[src/rtl/ep_notify_pkg.sv]
package ep_notify_pkg;
  typedef enum logic {
    NOTIFY_IRQ = 1'b0,
    NOTIFY_DMA = 1'b1
  } notify_mode_e;

  localparam int REG_CTRL   = 0;
  localparam int REG_MASK   = 1;
  localparam int REG_STATUS = 2;
endpackage

[src/rtl/ep_addr_decode.sv]
module ep_addr_decode #(
  parameter int NUM_EP   = 16,
  parameter int WORD_W   = 5,
  parameter int EP_IDX_W = $clog2(NUM_EP),
  parameter int ADDR_W   = 1 + EP_IDX_W + WORD_W
) (
  input  logic              cs_i,
  input  logic              we_i,
  input  logic [ADDR_W-1:0] addr_i,
  output logic              buf_hit_o,
  output logic              wr_ctrl_o,
  output logic              wr_mask_o,
  output logic              wr_status_o,
  output logic [NUM_EP-1:0] buf_sel_o,
  output logic [WORD_W-1:0] buf_word_o,
  output logic              buf_we_o,
  output logic              buf_re_o
);
  import ep_notify_pkg::*;

  logic reg_wr;

  assign buf_hit_o   = cs_i && addr_i[ADDR_W-1];
  assign reg_wr      = cs_i && we_i && !addr_i[ADDR_W-1];
  assign wr_ctrl_o   = reg_wr && (addr_i == ADDR_W'(REG_CTRL));
  assign wr_mask_o   = reg_wr && (addr_i == ADDR_W'(REG_MASK));
  assign wr_status_o = reg_wr && (addr_i == ADDR_W'(REG_STATUS));
  assign buf_word_o  = addr_i[WORD_W-1:0];
  assign buf_we_o    = buf_hit_o && we_i;
  assign buf_re_o    = buf_hit_o && !we_i;

  for (genvar g = 0; g < NUM_EP; g++) begin : g_sel
    assign buf_sel_o[g] = buf_hit_o && (addr_i[WORD_W +: EP_IDX_W] == EP_IDX_W'(g));
  end
endmodule

[src/rtl/ep_ready_flags.sv]
module ep_ready_flags #(
  parameter int NUM_EP = 16
) (
  input  logic              clk_i,
  input  logic              rst_ni,
  input  logic [NUM_EP-1:0] set_i,
  input  logic [NUM_EP-1:0] clr_i,
  output logic [NUM_EP-1:0] ready_o
);
  for (genvar g = 0; g < NUM_EP; g++) begin : g_flag
    always_ff @(posedge clk_i or negedge rst_ni) begin
      if (!rst_ni)       ready_o[g] <= 1'b0;
      else if (set_i[g]) ready_o[g] <= 1'b1;  // set beats clear
      else if (clr_i[g]) ready_o[g] <= 1'b0;
    end
  end
endmodule

[src/rtl/ep_notify_out.sv]
module ep_notify_out #(
  parameter int NUM_EP = 16
) (
  input  logic                       clk_i,
  input  logic                       rst_ni,
  input  ep_notify_pkg::notify_mode_e mode_i,
  input  logic [NUM_EP-1:0]          ready_i,
  input  logic [NUM_EP-1:0]          mask_i,
  output logic                       irq_o,
  output logic                       dma_req_o
);
  import ep_notify_pkg::*;

  always_ff @(posedge clk_i or negedge rst_ni) begin
    if (!rst_ni) begin
      irq_o     <= 1'b0;
      dma_req_o <= 1'b0;
    end else begin
      irq_o     <= (mode_i == NOTIFY_IRQ) && |(ready_i & mask_i);
      dma_req_o <= (mode_i == NOTIFY_DMA) && |ready_i;
    end
  end
endmodule

[src/rtl/ep_ready_notifier.sv]
module ep_ready_notifier #(
  parameter int NUM_EP   = 16,
  parameter int DATA_W   = 16,
  parameter int WORD_W   = 5,
  parameter int EP_IDX_W = $clog2(NUM_EP),
  parameter int ADDR_W   = 1 + EP_IDX_W + WORD_W
) (
  input  logic              clk_i,
  input  logic              rst_ni,
  input  logic              cs_i,
  input  logic              we_i,
  input  logic [ADDR_W-1:0] addr_i,
  input  logic [DATA_W-1:0] wdata_i,
  output logic [DATA_W-1:0] rdata_o,
  input  logic [NUM_EP-1:0] ready_set_i,
  output logic [NUM_EP-1:0] buf_sel_o,
  output logic [WORD_W-1:0] buf_word_o,
  output logic              buf_we_o,
  output logic              buf_re_o,
  output logic [DATA_W-1:0] buf_wdata_o,
  input  logic [DATA_W-1:0] buf_rdata_i,
  output logic              irq_o,
  output logic              dma_req_o
);
  import ep_notify_pkg::*;

  logic              buf_hit, wr_ctrl, wr_mask, wr_status;
  logic [NUM_EP-1:0] ready_q, mask_q, clr_vec;
  notify_mode_e      mode_q;
  logic [DATA_W-1:0] rd_mux;

  ep_addr_decode #(.NUM_EP(NUM_EP), .WORD_W(WORD_W), .EP_IDX_W(EP_IDX_W), .ADDR_W(ADDR_W)) u_dec (
    .cs_i(cs_i), .we_i(we_i), .addr_i(addr_i),
    .buf_hit_o(buf_hit), .wr_ctrl_o(wr_ctrl), .wr_mask_o(wr_mask), .wr_status_o(wr_status),
    .buf_sel_o(buf_sel_o), .buf_word_o(buf_word_o), .buf_we_o(buf_we_o), .buf_re_o(buf_re_o)
  );

  assign clr_vec     = wr_status ? wdata_i[NUM_EP-1:0] : '0;
  assign buf_wdata_o = wdata_i;

  ep_ready_flags #(.NUM_EP(NUM_EP)) u_flags (
    .clk_i(clk_i), .rst_ni(rst_ni), .set_i(ready_set_i), .clr_i(clr_vec), .ready_o(ready_q)
  );

  always_ff @(posedge clk_i or negedge rst_ni) begin
    if (!rst_ni) begin
      mode_q <= NOTIFY_IRQ;
      mask_q <= '0;
    end else begin
      if (wr_ctrl) mode_q <= notify_mode_e'(wdata_i[0]);
      if (wr_mask) mask_q <= wdata_i[NUM_EP-1:0];
    end
  end

  ep_notify_out #(.NUM_EP(NUM_EP)) u_out (
    .clk_i(clk_i), .rst_ni(rst_ni), .mode_i(mode_q), .ready_i(ready_q), .mask_i(mask_q),
    .irq_o(irq_o), .dma_req_o(dma_req_o)
  );

  always_comb begin
    rd_mux = '0;
    if (buf_hit)                               rd_mux = buf_rdata_i;
    else if (addr_i == ADDR_W'(REG_CTRL))      rd_mux = DATA_W'(mode_q);
    else if (addr_i == ADDR_W'(REG_MASK))      rd_mux = DATA_W'(mask_q);
    else if (addr_i == ADDR_W'(REG_STATUS))    rd_mux = DATA_W'(ready_q);
  end

  always_ff @(posedge clk_i or negedge rst_ni) begin
    if (!rst_ni)             rdata_o <= '0;
    else if (cs_i && !we_i)  rdata_o <= rd_mux;
  end
endmodule

[config.mk]
export PLATFORM = sky130hd
export DESIGN_NAME = ep_ready_notifier
export DESIGN_NICKNAME = d
export VERILOG_FILES = /design/src/rtl/ep_notify_pkg.sv /design/src/rtl/ep_addr_decode.sv /design/src/rtl/ep_ready_flags.sv /design/src/rtl/ep_notify_out.sv /design/src/rtl/ep_ready_notifier.sv
export SDC_FILE = /design/constraint.sdc
export NUM_CORES = 1
export LEC_CHECK = 0
export ABC_AREA = 1
export BUFFER_PORTS_ARGS = -buffer_cell sky130_fd_sc_hd__buf_2
export CELL_PAD_IN_SITES_DETAIL_PLACEMENT = 0
export CELL_PAD_IN_SITES_GLOBAL_PLACEMENT = 1
export CORE_ASPECT_RATIO = 0.9
export CORE_MARGIN = 5
export CORE_UTILIZATION = 31
export CTS_BUF_LIST = sky130_fd_sc_hd__clkbuf_8
export DETAILED_ROUTE_END_ITERATION = 8
export PLACE_DENSITY = 0.76
export SETUP_SLACK_MARGIN = 0.2
export SLEW_MARGIN = 0
export SYNTH_ARGS = -nofsm -noshare
export SYNTH_HDL_FRONTEND = slang
export SYNTH_SLANG_ARGS = --single-unit
[constraint.sdc]
create_clock -name clk_i -period 1.1 [get_ports clk_i]
set_clock_uncertainty 0.1 [all_clocks]
set_input_delay 0.11 -clock clk_i [delete_from_list [all_inputs] [get_ports clk_i]]
set_output_delay 0.11 -clock clk_i [all_outputs]
set_load 0.1 [all_outputs]
== Word level (Yosys, flattened, before mapping) ==
Cells that the tools add are included.

* Equal/unequal tests: 17
* Reduce and logical (&&, ||, !) cells: 49
* Multiplexer cells: 37
* Bitwise gates (word level): 2

{| class="wikitable"
|+ Operators by type and width
! kind !! count
|-
| 16-bit two-way mux || 5
|-
| 4-bit == test (second input constant) || 8
|-
| 1-bit two-way mux || 32
|-
| 2-bit nonzero test || 16
|-
| 16-bit OR reduction || 2
|-
| 1-bit logical AND || 27
|-
| 16-bit bitwise AND || 1
|-
| 4-bit by 3-bit == test with 1-bit output (second input constant) || 4
|-
| 10-bit by 1-bit == test with 1-bit output (second input constant) || 1
|-
| 10-bit by 2-bit == test with 1-bit output (second input constant) || 1
|-
| 10-bit zero test || 1
|-
| 4-bit by 2-bit == test with 1-bit output (second input constant) || 2
|-
| 4-bit by 1-bit == test with 1-bit output (second input constant) || 1
|-
| 4-bit zero test || 1
|-
| 1-bit zero test || 2
|-
| 1-bit inverter || 1
|}

* Logic and storage cells: 126
* Input port bits: 62
* Bits in registers: 51
* Output and inout port bits: 57

== Logic depth before layout (Yosys ltp) ==
Gate-level depths: netlist of the first run.

* Depth after elaboration: 6
* Gate-level depth with buffers: 9
* Depth with buffers taken out: 8

== By module ==
Synthesis of the first run repeated with hierarchy kept, for this count alone.

* Cell total of the unflattened synthesis: 468
* Area total of the unflattened synthesis: 3,288.2 sq um

{| class="wikitable"
|+ Modules (own cells, without submodules)
! module !! sequential area each (sq um) !! times used !! cells each !! area an instance (sq um)
|-
| ep_ready_notifier || 825.8 || 1 || 281 || 2,144.6
|-
| ep_ready_flags || 400.4 || 1 || 80 || 640.6
|-
| ep_addr_decode || 0.0 || 1 || 58 || 272.8
|-
| ep_notify_out || 50.0 || 1 || 49 || 230.2
|}

== Worst setup path after synthesis of the first run ==
OpenSTA, ideal clock, no wires.

* Path type: input port to output port
* From: input addr_i[9]
* To: output buf_sel_o[10]
* Buffers on the path: 1
* Arrival time: 1.797 ns
* Required time: 0.890 ns
* Stages: 5
* Slack: -0.907 ns
* Cell sequence: nand2_1 -> inv_1 -> buf_2 -> nand3_1 -> nor2_1

* Word-level cells in the longest chain between the ends: 2

{| class="wikitable"
|+ Ends and longest elaborated chain
! what !! line !! source
|-
| start, declared || ep_ready_notifier.sv:12 || <nowiki>input logic [ADDR_W-1:0] addr_i,</nowiki>
|-
| 1-bit logical AND || ep_addr_decode.sv:23 || <nowiki>assign buf_hit_o = cs_i && addr_i[ADDR_W-1];</nowiki>
|-
| 1-bit logical AND || ep_addr_decode.sv:33 || <nowiki>assign buf_sel_o[g] = buf_hit_o && (addr_i[WORD_W +: EP_IDX_W] == EP_IDX_W'(g));</nowiki>
|-
| end, declared || ep_ready_notifier.sv:16 || <nowiki>output logic [NUM_EP-1:0] buf_sel_o,</nowiki>
|}

Every way passes these cells.

== Worst setup path after layout of the first run ==
* From: register u_flags.ready_o[0]
* To: register u_out.dma_req_o

* Word-level cells in the longest chain between the ends: 2

{| class="wikitable"
|+ Ends and longest elaborated chain
! what !! line !! source
|-
| start, declared || ep_ready_flags.sv:8 || <nowiki>output logic [NUM_EP-1:0] ready_o</nowiki>
|-
| start signal, assigned by index || ep_ready_flags.sv:12 || <nowiki>if (!rst_ni) ready_o[g] <= 1'b0;</nowiki>
|-
| start signal, assigned by index || ep_ready_flags.sv:13 || <nowiki>else if (set_i[g]) ready_o[g] <= 1'b1;</nowiki>
|-
| start signal, assigned by index || ep_ready_flags.sv:14 || <nowiki>else if (clr_i[g]) ready_o[g] <= 1'b0;</nowiki>
|-
| 16-bit OR reduction || ep_notify_out.sv:20 || <nowiki>dma_req_o <= (mode_i == NOTIFY_DMA) && |ready_i;</nowiki>
|-
| 1-bit logical AND || ep_notify_out.sv:20 ||
|-
| end signal, assigned || ep_notify_out.sv:20 ||
|-
| end, declared || ep_notify_out.sv:10 || <nowiki>output logic dma_req_o</nowiki>
|}

Every way passes these cells.
A chain may end at the register's enable or synchronous reset.

==> results.cfg, run 1 <==
[logic_synthesis]
synth_edf_count = 0
synthesis.area_sq_um = 2840
synthDistinctLibCells = 22
netlist_top_cells_area = dfrtp_1, nand2_1, nand3_1
yosys_most_used_dff = dfrtp_1
yosysTopAreaCellShare = 0.450
yosys.area_share.simple = 0.384
yosysMostFrequentCell = nand2_1
yosys.area.top_type = dfrtp_1
avgSynthCellArea_sq_um = 7.09
synth_fp_nets = 462
yosys_warnings = 0
synth_commonest_cells = nand2_1, nand3_1, dfrtp_1, inv_1, nor2_1
synthMuxAreaShare = 0
synth_fa_ha_area_frac = 0
ys_async_sr_fraction = 1.00
synth_cells = 400
ys_seq_area_frac = 0.450
synth-xor-area-share = 0
synth_top_family_by_area = simple AND/OR/NAND/NOR gates
synth_compound_gate_area_share = 0.0318
ys_ff_latch = 51

[detailed_routing]
drc = 0
drtPass1Iterations = 5
via_per_inst = 5.08
wl_per_cell_um = 18.8
final_antenna_net_count = 0
first_iter_violations = 324
vias = 3701
wl_um = 13700

[timing]
tightest_slew_ps = 448
worst_slack_ps = -308
hold_slack_ps = -0.638
finalSetupViolations = 36
slew_viol_final = 0
timing.setup.tns_ps = -1980
rsz0062_at_grt = yes
min_period_ps = 1410
max_freq_ghz = 0.710
finalCritPeriodShare = 1.28
hold_viol = 2
slew_headroom = 0.701

[global_routing]
grt_pass1_wl_um = 19400
grt_pass1_vias = 3746
grt_max_degree = 52
overflow = 0
grt_usage = 0.217
antenna_found_initial = 1

[clock_network]
cts-root-buf = clkbuf_8
cts_tree = yes
clk_pin_slew_ps = 100
numCtsBuffers = 5
clockBufferDepth = 2
htree_levels = 2
clkLatencyLatePin_ps = 320
cts_sinks = 51

[power]
leakage_nw = 3.16
vdd_drop_max_mv = 0.863
pwr_density_cell_nw_per_um2 = 831

[worst_setup_path]
slowest_stage = dfrtp_1
cp.arrival_ps = 1520
cp_max_fo = 2
path_cells = nor4_4 > nand4_1 > and2_4
critPathTopFamily = simple AND/OR/NAND/NOR gates
worst-setup-path-type = register to register
endpoint_kind = register
reg2regPathDepth = 3
cp_data_required_time_ps = 1210
slowest_delay_ps = 440
start_kind = register
cp.depth = 3
critPathBufInv = 0

[cells_and_area]
fin_nets = 667
stdcell_area_sq_um = 6730
fillers = 520
area_delta_synth_final_pct = 137
final_layout_size_suffix_gt1_frac = 0.624
fin_cells = 729

[floorplanning]
die_y_um = 101
num_rows = 33
io_pins = 119
dieArea_sq_um = 11200
initial_core_util = 0.314
die_w_um = 111
coreArea_sq_um = 9040

[run_status]
violations = negative hold slack, negative setup slack
status = finished, violations left

[placement]
dpl.cell_count = 647
pre_cts_slack_ps = -336
gp_congestion = 0.868
portBuffers = 118
placed_area_sq_um = 4880
dp_hpwl_um = 7290

[min_path]
min_path_cells = 4
hp-class = input pin to register

[run]
maxCapViolCount = 0
layout by cell type, fill, tap and decap left out, drive strengths merged:
cell           n
a21oi          1
and2           1
buf          199
bufinv         2
clkbuf         6
dfrtp         51
diode          1
dlygate4sd3   32
inv           44
nand2        155
nand3         54
nand4          6
nor2          30
nor3           4
nor4           4
o21ai         17
area by class of cell:
| type | instances | area (sq um) | area share |
|---|---|---|---|
| antenna | 1 | 2.50 | 0.000372 |
| clock buffer | 5 | 68.8 | 0.0102 |
| clock inverter | 3 | 63.8 | 0.00948 |
| inverter | 43 | 201 | 0.0299 |
| multi-input combinational | 272 | 2100 | 0.312 |
| sequential | 51 | 1310 | 0.195 |
| tap | 122 | 153 | 0.0227 |
| timing repair buffer | 232 | 2830 | 0.420 |
kinds of logic (layout without fill, tap and decap cells):
kind of cell    after synthesis  in the layout
simple gates                254            254
buf+inv                      77            283
flops                        51             51
compound gates               18             18
other cells                   0              1
what timing repair did:
| action | 4_1_cts | 5_1_grt |
|---|---|---|
| setup buffers | 30 | 5 |
| hold endpoints to repair | 81 | 0 |
| hold buffers | 32 | 0 |
| gates resized for setup | 156 | 88 |
| pin swaps | 59 | 64 |
| cloned | 5 | 1 |
| endpoints found under the setup margin | 86 | 87 |
flip-flops by register name (all words and copies together), names as in the netlist:
signal           cells
mask_q              16
rdata_o             16
u_flags.ready_o     16
mode_q               1
u_out.dma_req_o      1
u_out.irq_o          1
worst paths after layout:
kind	startpoint	endpoint	slack, ps
max	u_flags.ready_o[0]$_DFFE_PN0P_	u_out.dma_req_o$_DFF_PN0_	-310
min	wdata_i[13]	u_flags.ready_o[13]$_DFFE_PN0P_	-0.6
max reg2reg	u_flags.ready_o[0]$_DFFE_PN0P_	u_out.dma_req_o$_DFF_PN0_	-310
min reg2reg	rdata_o[13]$_DFFE_PN0P_	rdata_o[13]$_DFFE_PN0P_	430
max in group asynchronous	rst_ni	u_out.irq_o$_DFF_PN0_	450
min in group asynchronous	rst_ni	rdata_o[8]$_DFFE_PN0P_	190
routing by layer:
metal,track usage,share of wire,up-vias
li1,-,-,1657
met1,0.264,0.38,1770
met2,0.378,0.51,205
met3,0.0396,0.055,69
met4,0.0966,0.057,0
met5,0,0,-
through the flow:
stage,power (mW),util
after detailed placement,3.68,0.539
final,5.59,0.744
after global routing,5.77,0.744
after global placement,3.66,0.539
after CTS,5.46,0.693
after floorplan,2.99,-
where the power goes:
| group | switching, mW | internal (mW) |
|---|---|---|
| clock | 0.677 | 0.901 |
| combinational | 1.24 | 0.789 |
| sequential | 0.0541 | 1.94 |
| total | 1.97 | 3.63 |
worst min-delay path, cell delays in order:
cell and delay, ps:
buf_2 130, nand2_2 60, nand2_1 50, nand2_1 40
Power figures use the tool's default switching activity.
==> run 2: changes to the inputs <==
--- a/config.mk
+++ b/config.mk
@@ -11,12 +11,13 @@
 export CELL_PAD_IN_SITES_GLOBAL_PLACEMENT = 1
 export CORE_ASPECT_RATIO = 0.9
 export CORE_MARGIN = 5
-export CORE_UTILIZATION = 31
+export CORE_UTILIZATION = 32
 export CTS_BUF_LIST = sky130_fd_sc_hd__clkbuf_8
 export DETAILED_ROUTE_END_ITERATION = 8
-export PLACE_DENSITY = 0.76
+export PLACE_DENSITY = 0.75
 export SETUP_SLACK_MARGIN = 0.2
 export SLEW_MARGIN = 0
 export SYNTH_ARGS = -nofsm -noshare
 export SYNTH_HDL_FRONTEND = slang
+export SYNTH_HIERARCHICAL = 1
 export SYNTH_SLANG_ARGS = --single-unit
==> run 2 against run 1 <==
  * The flow finishes with violations (negative setup slack)
  * Register-to-register slack gained 260 ps
  * Synthesized cell count grew 17%
  * Sequential share of layout area down 1.4 points
  * Area after synthesis increased by 16%
  * Via count up 3.8%
  * Combinational power increased by 28%
  * Worst setup slack gained 210 ps
==> results.cfg, run 2 <==
[worst_setup_path]
cp_data_required_time_ps = 890
slowest_delay_ps = 510
endpoint_kind = primary output
slowest_stage = dfrtp_4
worst-setup-path-type = register to primary output
critPathBufInv = 1
cp.arrival_ps = 980
reg2reg_to = rdata_o[3]$_DFFE_PN0P_
reg2regPathDepth = 5
timing.rr.start = u_flags/ready_o[3]$_DFFE_PN0P_
start_kind = register
critPathTopFamily = flip-flops
path_cells = buf_12
regToRegSetupSlack_ps = -50
cp_max_fo = 2

[cells_and_area]
reg.largest.list = mask_q: 16 flops, rdata_o: 16 flops, u_flags/ready_o: 16 flops
diodes = 0
seqCellArea_sq_um = 1320
area_delta_synth_final_pct = 122
layout_commonest_cell = buf_12
multiInputGateArea_sq_um = 2460
fillers = 667
fin_nets = 730
final_layout_size_suffix_gt1_frac = 0.666
layout.cells.most_common_list = buf_12, nand2_1, buf_2

[logic_synthesis]
yosys_most_used_dff = dfrtp_1
ys_async_sr_fraction = 1.00
synthesis.area_sq_um = 3290
yosys.area.top_type = dfrtp_1
synthDistinctLibCells = 23
synth_commonest_cells = nand2_1, inv_1, nor2_1, dfrtp_1, nand3_1
ys_seq_area_frac = 0.388
yosysTopAreaCellShare = 0.388
synth_cells = 468
avgSynthCellArea_sq_um = 7.03
yosysMostFrequentCell = nand2_1
synth_fp_nets = 530
netlist_top_cells_area = dfrtp_1, nand2_1, inv_1
synth_edf_count = 0
ys_ff_latch = 51
yosys_warnings = 6

[clock_network]
hold_buffers = 36
cts_sinks = 51
cts_tree = yes
clkLatencyLatePin_ps = 310
cts-root-buf = clkbuf_8
clk_pin_slew_ps = 90
clockBufferDepth = 2
numCtsBuffers = 5
htree_levels = 2

[min_path]
hp-class = input pin to register
min_to = rdata_o[7]$_DFFE_PN0P_
min_path_cells = 3
min_from = buf_rdata_i[7]

[timing]
rsz0062_at_grt = yes
hold_slack_ps = 1.28
min_period_ps = 1190
tightest_slew_ps = 290
slew_viol_final = 0
slew_headroom = 0.807
max_freq_ghz = 0.837
finalSetupViolations = 48
timing.setup.tns_ps = -1770
worst_slack_ps = -94.8
hold_viol = 0
finalCritPeriodShare = 1.09

[global_routing]
grt_usage = 0.196
grt_pass1_vias = 3736
overflow = 0
grt_max_degree = 52
grt_pass1_wl_um = 19400
antenna_found_initial = 0

[floorplanning]
initial_core_util = 0.324
io_pins = 119
coreArea_sq_um = 10200
die_y_um = 106
die_w_um = 117
num_rows = 35
dieArea_sq_um = 12400

[power]
pwr_density_cell_nw_per_um2 = 819
leakage_nw = 3.37
vdd_drop_max_mv = 0.691

[placement]
dp_hpwl_um = 7780
gp_congestion = 0.833
portBuffers = 118

[detailed_routing]
final_antenna_net_count = 0
first_iter_violations = 200
wl_per_cell_um = 17.4
wl_um = 13900
drc = 0
via_per_inst = 4.82
drtPass1Iterations = 4
vias = 3843

[run_status]
status = finished, violations left
violations = negative setup slack

[run]
maxCapViolCount = 0
-- run 2: logic make-up after synthesis --
| logic type | count (synthesis) | synth area share |
|---|---|---|
| AOI/OAI and AO/OA | 51 | 0.0932 |
| and+or+nand+nor | 251 | 0.354 |
| DFF | 51 | 0.388 |
| buffers and inverters | 115 | 0.165 |
-- run 2: timing repair --
item,4_1_cts,5_1_grt
pin swaps,71,50
setup endpoints to repair,86,87
gates resized for setup,194,131
gates cloned,8,2
setup buffers,24,6
endpoints found under the hold margin,88,1
-- run 2: cell type report --
cell class | instances | area share
clock buffer | 5 | 0.00942
timing repair buffer | 228 | 0.398
clock inverter | 2 | 0.00514
tap | 129 | 0.0221
sequential | 51 | 0.181
inverter | 79 | 0.0478
multi-input combinational | 303 | 0.337
-- run 2: metrics by stage --
stage	setup WS (ps)	util	total power [mW]	std cells	area, sq um
after floorplan	-64.2	-	3.35	468	3550
after global placement	-425	0.515	4.22	714	5230
after detailed placement	-444	0.515	4.24	714	5230
after CTS	-96.7	0.664	5.87	789	6750
after global routing	-149	0.719	6.16	797	7310
final	-94.8	0.719	5.98	797	7310
-- run 2: where the power goes --
| part | internal (mW) | switching [mW] |
|---|---|---|
| clock network | 0.666 | 0.643 |
| registers | 1.98 | 0.0951 |
| logic | 1.02 | 1.58 |
-- run 2: routing by layer --
layer  part of all wire  global-route usage
met4              0.023              0.0401
met1               0.38               0.255
met2               0.54               0.346
met5                  0                   0
met3              0.061              0.0250
-- run 2: worst max path at each step --
stage / start / end / cells past startpoint
after floorplan: addr_i[6] / u_flags/ready_o[10]$_DFFE_PN0P_ / 12
after global placement: addr_i[6] / rdata_o[2]$_DFFE_PN0P_ / 7
after detailed placement: addr_i[6] / rdata_o[2]$_DFFE_PN0P_ / 7
after CTS: rdata_o[3]$_DFFE_PN0P_ / rdata_o[3] / 1
after global routing: addr_i[3] / rdata_o[11]$_DFFE_PN0P_ / 9
final: rdata_o[1]$_DFFE_PN0P_ / rdata_o[1] / 1
==> run 3: changes to the inputs <==
--- a/config.mk
+++ b/config.mk
@@ -5,16 +5,15 @@
 export SDC_FILE = /design/constraint.sdc
 export NUM_CORES = 1
 export LEC_CHECK = 0
-export ABC_AREA = 1
 export BUFFER_PORTS_ARGS = -buffer_cell sky130_fd_sc_hd__buf_2
 export CELL_PAD_IN_SITES_DETAIL_PLACEMENT = 0
 export CELL_PAD_IN_SITES_GLOBAL_PLACEMENT = 1
 export CORE_ASPECT_RATIO = 0.9
 export CORE_MARGIN = 5
-export CORE_UTILIZATION = 32
+export CORE_UTILIZATION = 34
 export CTS_BUF_LIST = sky130_fd_sc_hd__clkbuf_8
 export DETAILED_ROUTE_END_ITERATION = 8
-export PLACE_DENSITY = 0.75
+export PLACE_DENSITY = 0.76
 export SETUP_SLACK_MARGIN = 0.2
 export SLEW_MARGIN = 0
 export SYNTH_ARGS = -nofsm -noshare
==> run 3 against run 2 <==
  * The flow finishes with violations (negative hold slack, negative setup slack)
  * Largest cell class unchanged
  * Clock power decreased by 9.9%
  * Routed wire length decreased by 25%
  * Sequential cell count unchanged
  * Cell count decreased by 28%
  * Synthesized cell count decreased by 41%
  * Global-route usage decreased by 0.66 points
  * Total power decreased by 8.1%
  * Non-clock buffer count decreased by 26
  * Sequential power about the same
  * Combinational power decreased by 13%
==> results.cfg, run 3 <==
[run_status]
status = finished, violations left
violations = negative hold slack, negative setup slack

[global_routing]
overflow = 0
grt_max_degree = 52
grt_usage = 0.190
grt_pass1_wl_um = 15900
grt_pass1_vias = 3038
antenna_found_initial = 1

[floorplanning]
die_y_um = 98.2
num_rows = 32
die_w_um = 108
dieArea_sq_um = 10600
io_pins = 119
coreArea_sq_um = 8530
initial_core_util = 0.345

[logic_synthesis]
yosysTopAreaCellShare = 0.434
yosys.area.top_type = dfrtp_1
synth_compound_gate_area_share = 0.217
yosys_most_used_dff = dfrtp_1
netlist_top_cells_area = dfrtp_1, mux2_2, buf_4
synthMuxAreaShare = 0.0685
synthesis.area_sq_um = 2940
synth-xor-area-share = 0
synth_commonest_cells = dfrtp_1, nor2_1, buf_4, inv_1
synth_fa_ha_area_frac = 0
synth_edf_count = 0
synthDistinctLibCells = 42
yosysMostFrequentCell = dfrtp_1
yosys.area_share.simple = 0.173
synth_top_family_by_area = compound AO/OA/AOI/OAI gates
ys_seq_area_frac = 0.434
ys_async_sr_fraction = 1.00
avgSynthCellArea_sq_um = 10.6
yosys_warnings = 6
ys_ff_latch = 51
synth_cells = 277
synth_fp_nets = 339

[cells_and_area]
stdcell_area_sq_um = 5750
layout.cells.most_common_list = buf_12, buf_2, buf_4
area_delta_synth_final_pct = 95.4
reg.largest.list = mask_q: 16 flops, rdata_o: 16 flops, u_flags/ready_o: 16 flops
fin_nets = 514
fin_cells = 573
layout_commonest_cell = buf_12
fillers = 608
final_layout_size_suffix_gt1_frac = 0.656

[detailed_routing]
drtPass1Iterations = 4
wl_um = 10400
vias = 2857
wl_per_cell_um = 18.2
met1Wirelength_um = 4490
wl_met2_um = 5350
first_iter_violations = 110
final_antenna_net_count = 0
top_layer = met4
drc = 0
wl_met3_um = 446
via_per_inst = 4.99

[placement]
placed_area_sq_um = 4950
portBuffers = 118
dp_hpwl_um = 7510
gp_congestion = 0.805
pre_cts_slack_ps = -853
dpl.cell_count = 530

[worst_setup_path]
cp.arrival_ps = 1730
cp_data_required_time_ps = 1190
cp-endpoint = u_flags/ready_o[9]$_DFFE_PN0P_
timing.rr.start = u_flags/ready_o[0]$_DFFE_PN0P_
start_kind = input pin
endpoint_kind = register
reg2reg_to = u_out/irq_o$_DFF_PN0_
crit_start = addr_i[6]
worst-setup-path-type = input pin to register
reg2regPathDepth = 3
cp_max_fo = 16
regToRegSetupSlack_ps = -240

[clock_network]
clockBufferDepth = 2
clkLatencyLatePin_ps = 300
htree_levels = 2
clk_pin_slew_ps = 90
cts_tree = yes
numCtsBuffers = 5
cts_sinks = 51
cts-root-buf = clkbuf_8

[min_path]
hp-class = input pin to register
min_path_cells = 2

[timing]
hold_viol = 2
tightest_slew_ps = 451
slew_headroom = 0.700
rsz0062_at_grt = yes
finalCritPeriodShare = 1.49
timing.setup.tns_ps = -28180
max_freq_ghz = 0.609
worst_slack_ps = -541
hold_slack_ps = -2.55
slew_viol_final = 0
finalSetupViolations = 86
min_period_ps = 1640

[run]
maxCapViolCount = 0

[power]
leakage_nw = 2.39
report.power.total_mw = 5.50
pwr_density_cell_nw_per_um2 = 956
vdd_drop_max_mv = 0.637
run 3: final cells by class:
type | instances | area (sq um) | area share
diodes | 1 | 2.50 | 0.000435
clock buffers | 7 | 96.3 | 0.0168
clock inverters | 1 | 3.75 | 0.000653
inverters | 18 | 67.6 | 0.0118
multi-input cells | 174 | 1780 | 0.309
flip-flops and latches | 51 | 1300 | 0.226
well taps | 119 | 149 | 0.0259
repair buffers | 202 | 2350 | 0.409
run 3: how the worst min path moves through the flow:
stage / from / to / slack (ps)
floorplan: rst_ni / mask_q[0]$_DFFE_PN0P_ / -290
global placement: rst_ni / u_flags/ready_o[13]$_DFFE_PN0P_ / 20
detailed placement: rst_ni / mask_q[10]$_DFFE_PN0P_ / 20
CTS: wdata_i[12] / mask_q[12]$_DFFE_PN0P_ / -8
global route: wdata_i[12] / mask_q[12]$_DFFE_PN0P_ / -0.4
finish: wdata_i[13] / mask_q[13]$_DFFE_PN0P_ / -3
run 3: worst max-delay path: stages:
cell and delay (ps):
buf_6 90, or4b_4 560, buf_6 150, nor4_4 320, buf_12 180, and2_1 120
inv_1 30, a21o_1 160
run 3: timing repair:
item,4_1_cts,5_1_grt
setup buffers,11,4
cloned,1,1
gates resized for setup,44,27
hold buffers,17,0
endpoints found under the hold margin,69,0
pin swaps,26,16
endpoints found under the setup margin,87,87
run 3: per-stage QoR:
stage	util	hold slack, ps
after floorplan	-	-286
after CTS	0.649	-7.83
after global routing	0.674	-0.397
final	0.674	-2.55
after detailed placement	0.581	23.7
after global placement	0.581	19.8
run 3: logic make-up (layout without fill, tap and decap cells):
group	after synthesis	count (layout)
AND/OR/NAND/NOR	82	82
AO/OA/AOI/OAI	74	74
buffers and inverters	52	228
flip-flops	51	51
multiplexers	18	18
other	0	1
run 3: report_power, final:
part	internal (mW)	switching (mW)	total, mW
combinational	0.859	1.40	2.26
sequential	1.97	0.0904	2.06
clock	0.566	0.611	1.18
total	3.39	2.10	5.50
run 3: routing by layer:
layer  up-vias  GRT usage
li1       1334          -
met1      1418      0.251
met2        92      0.316
met3        13     0.0377
met4         0     0.0524
met5         -          0
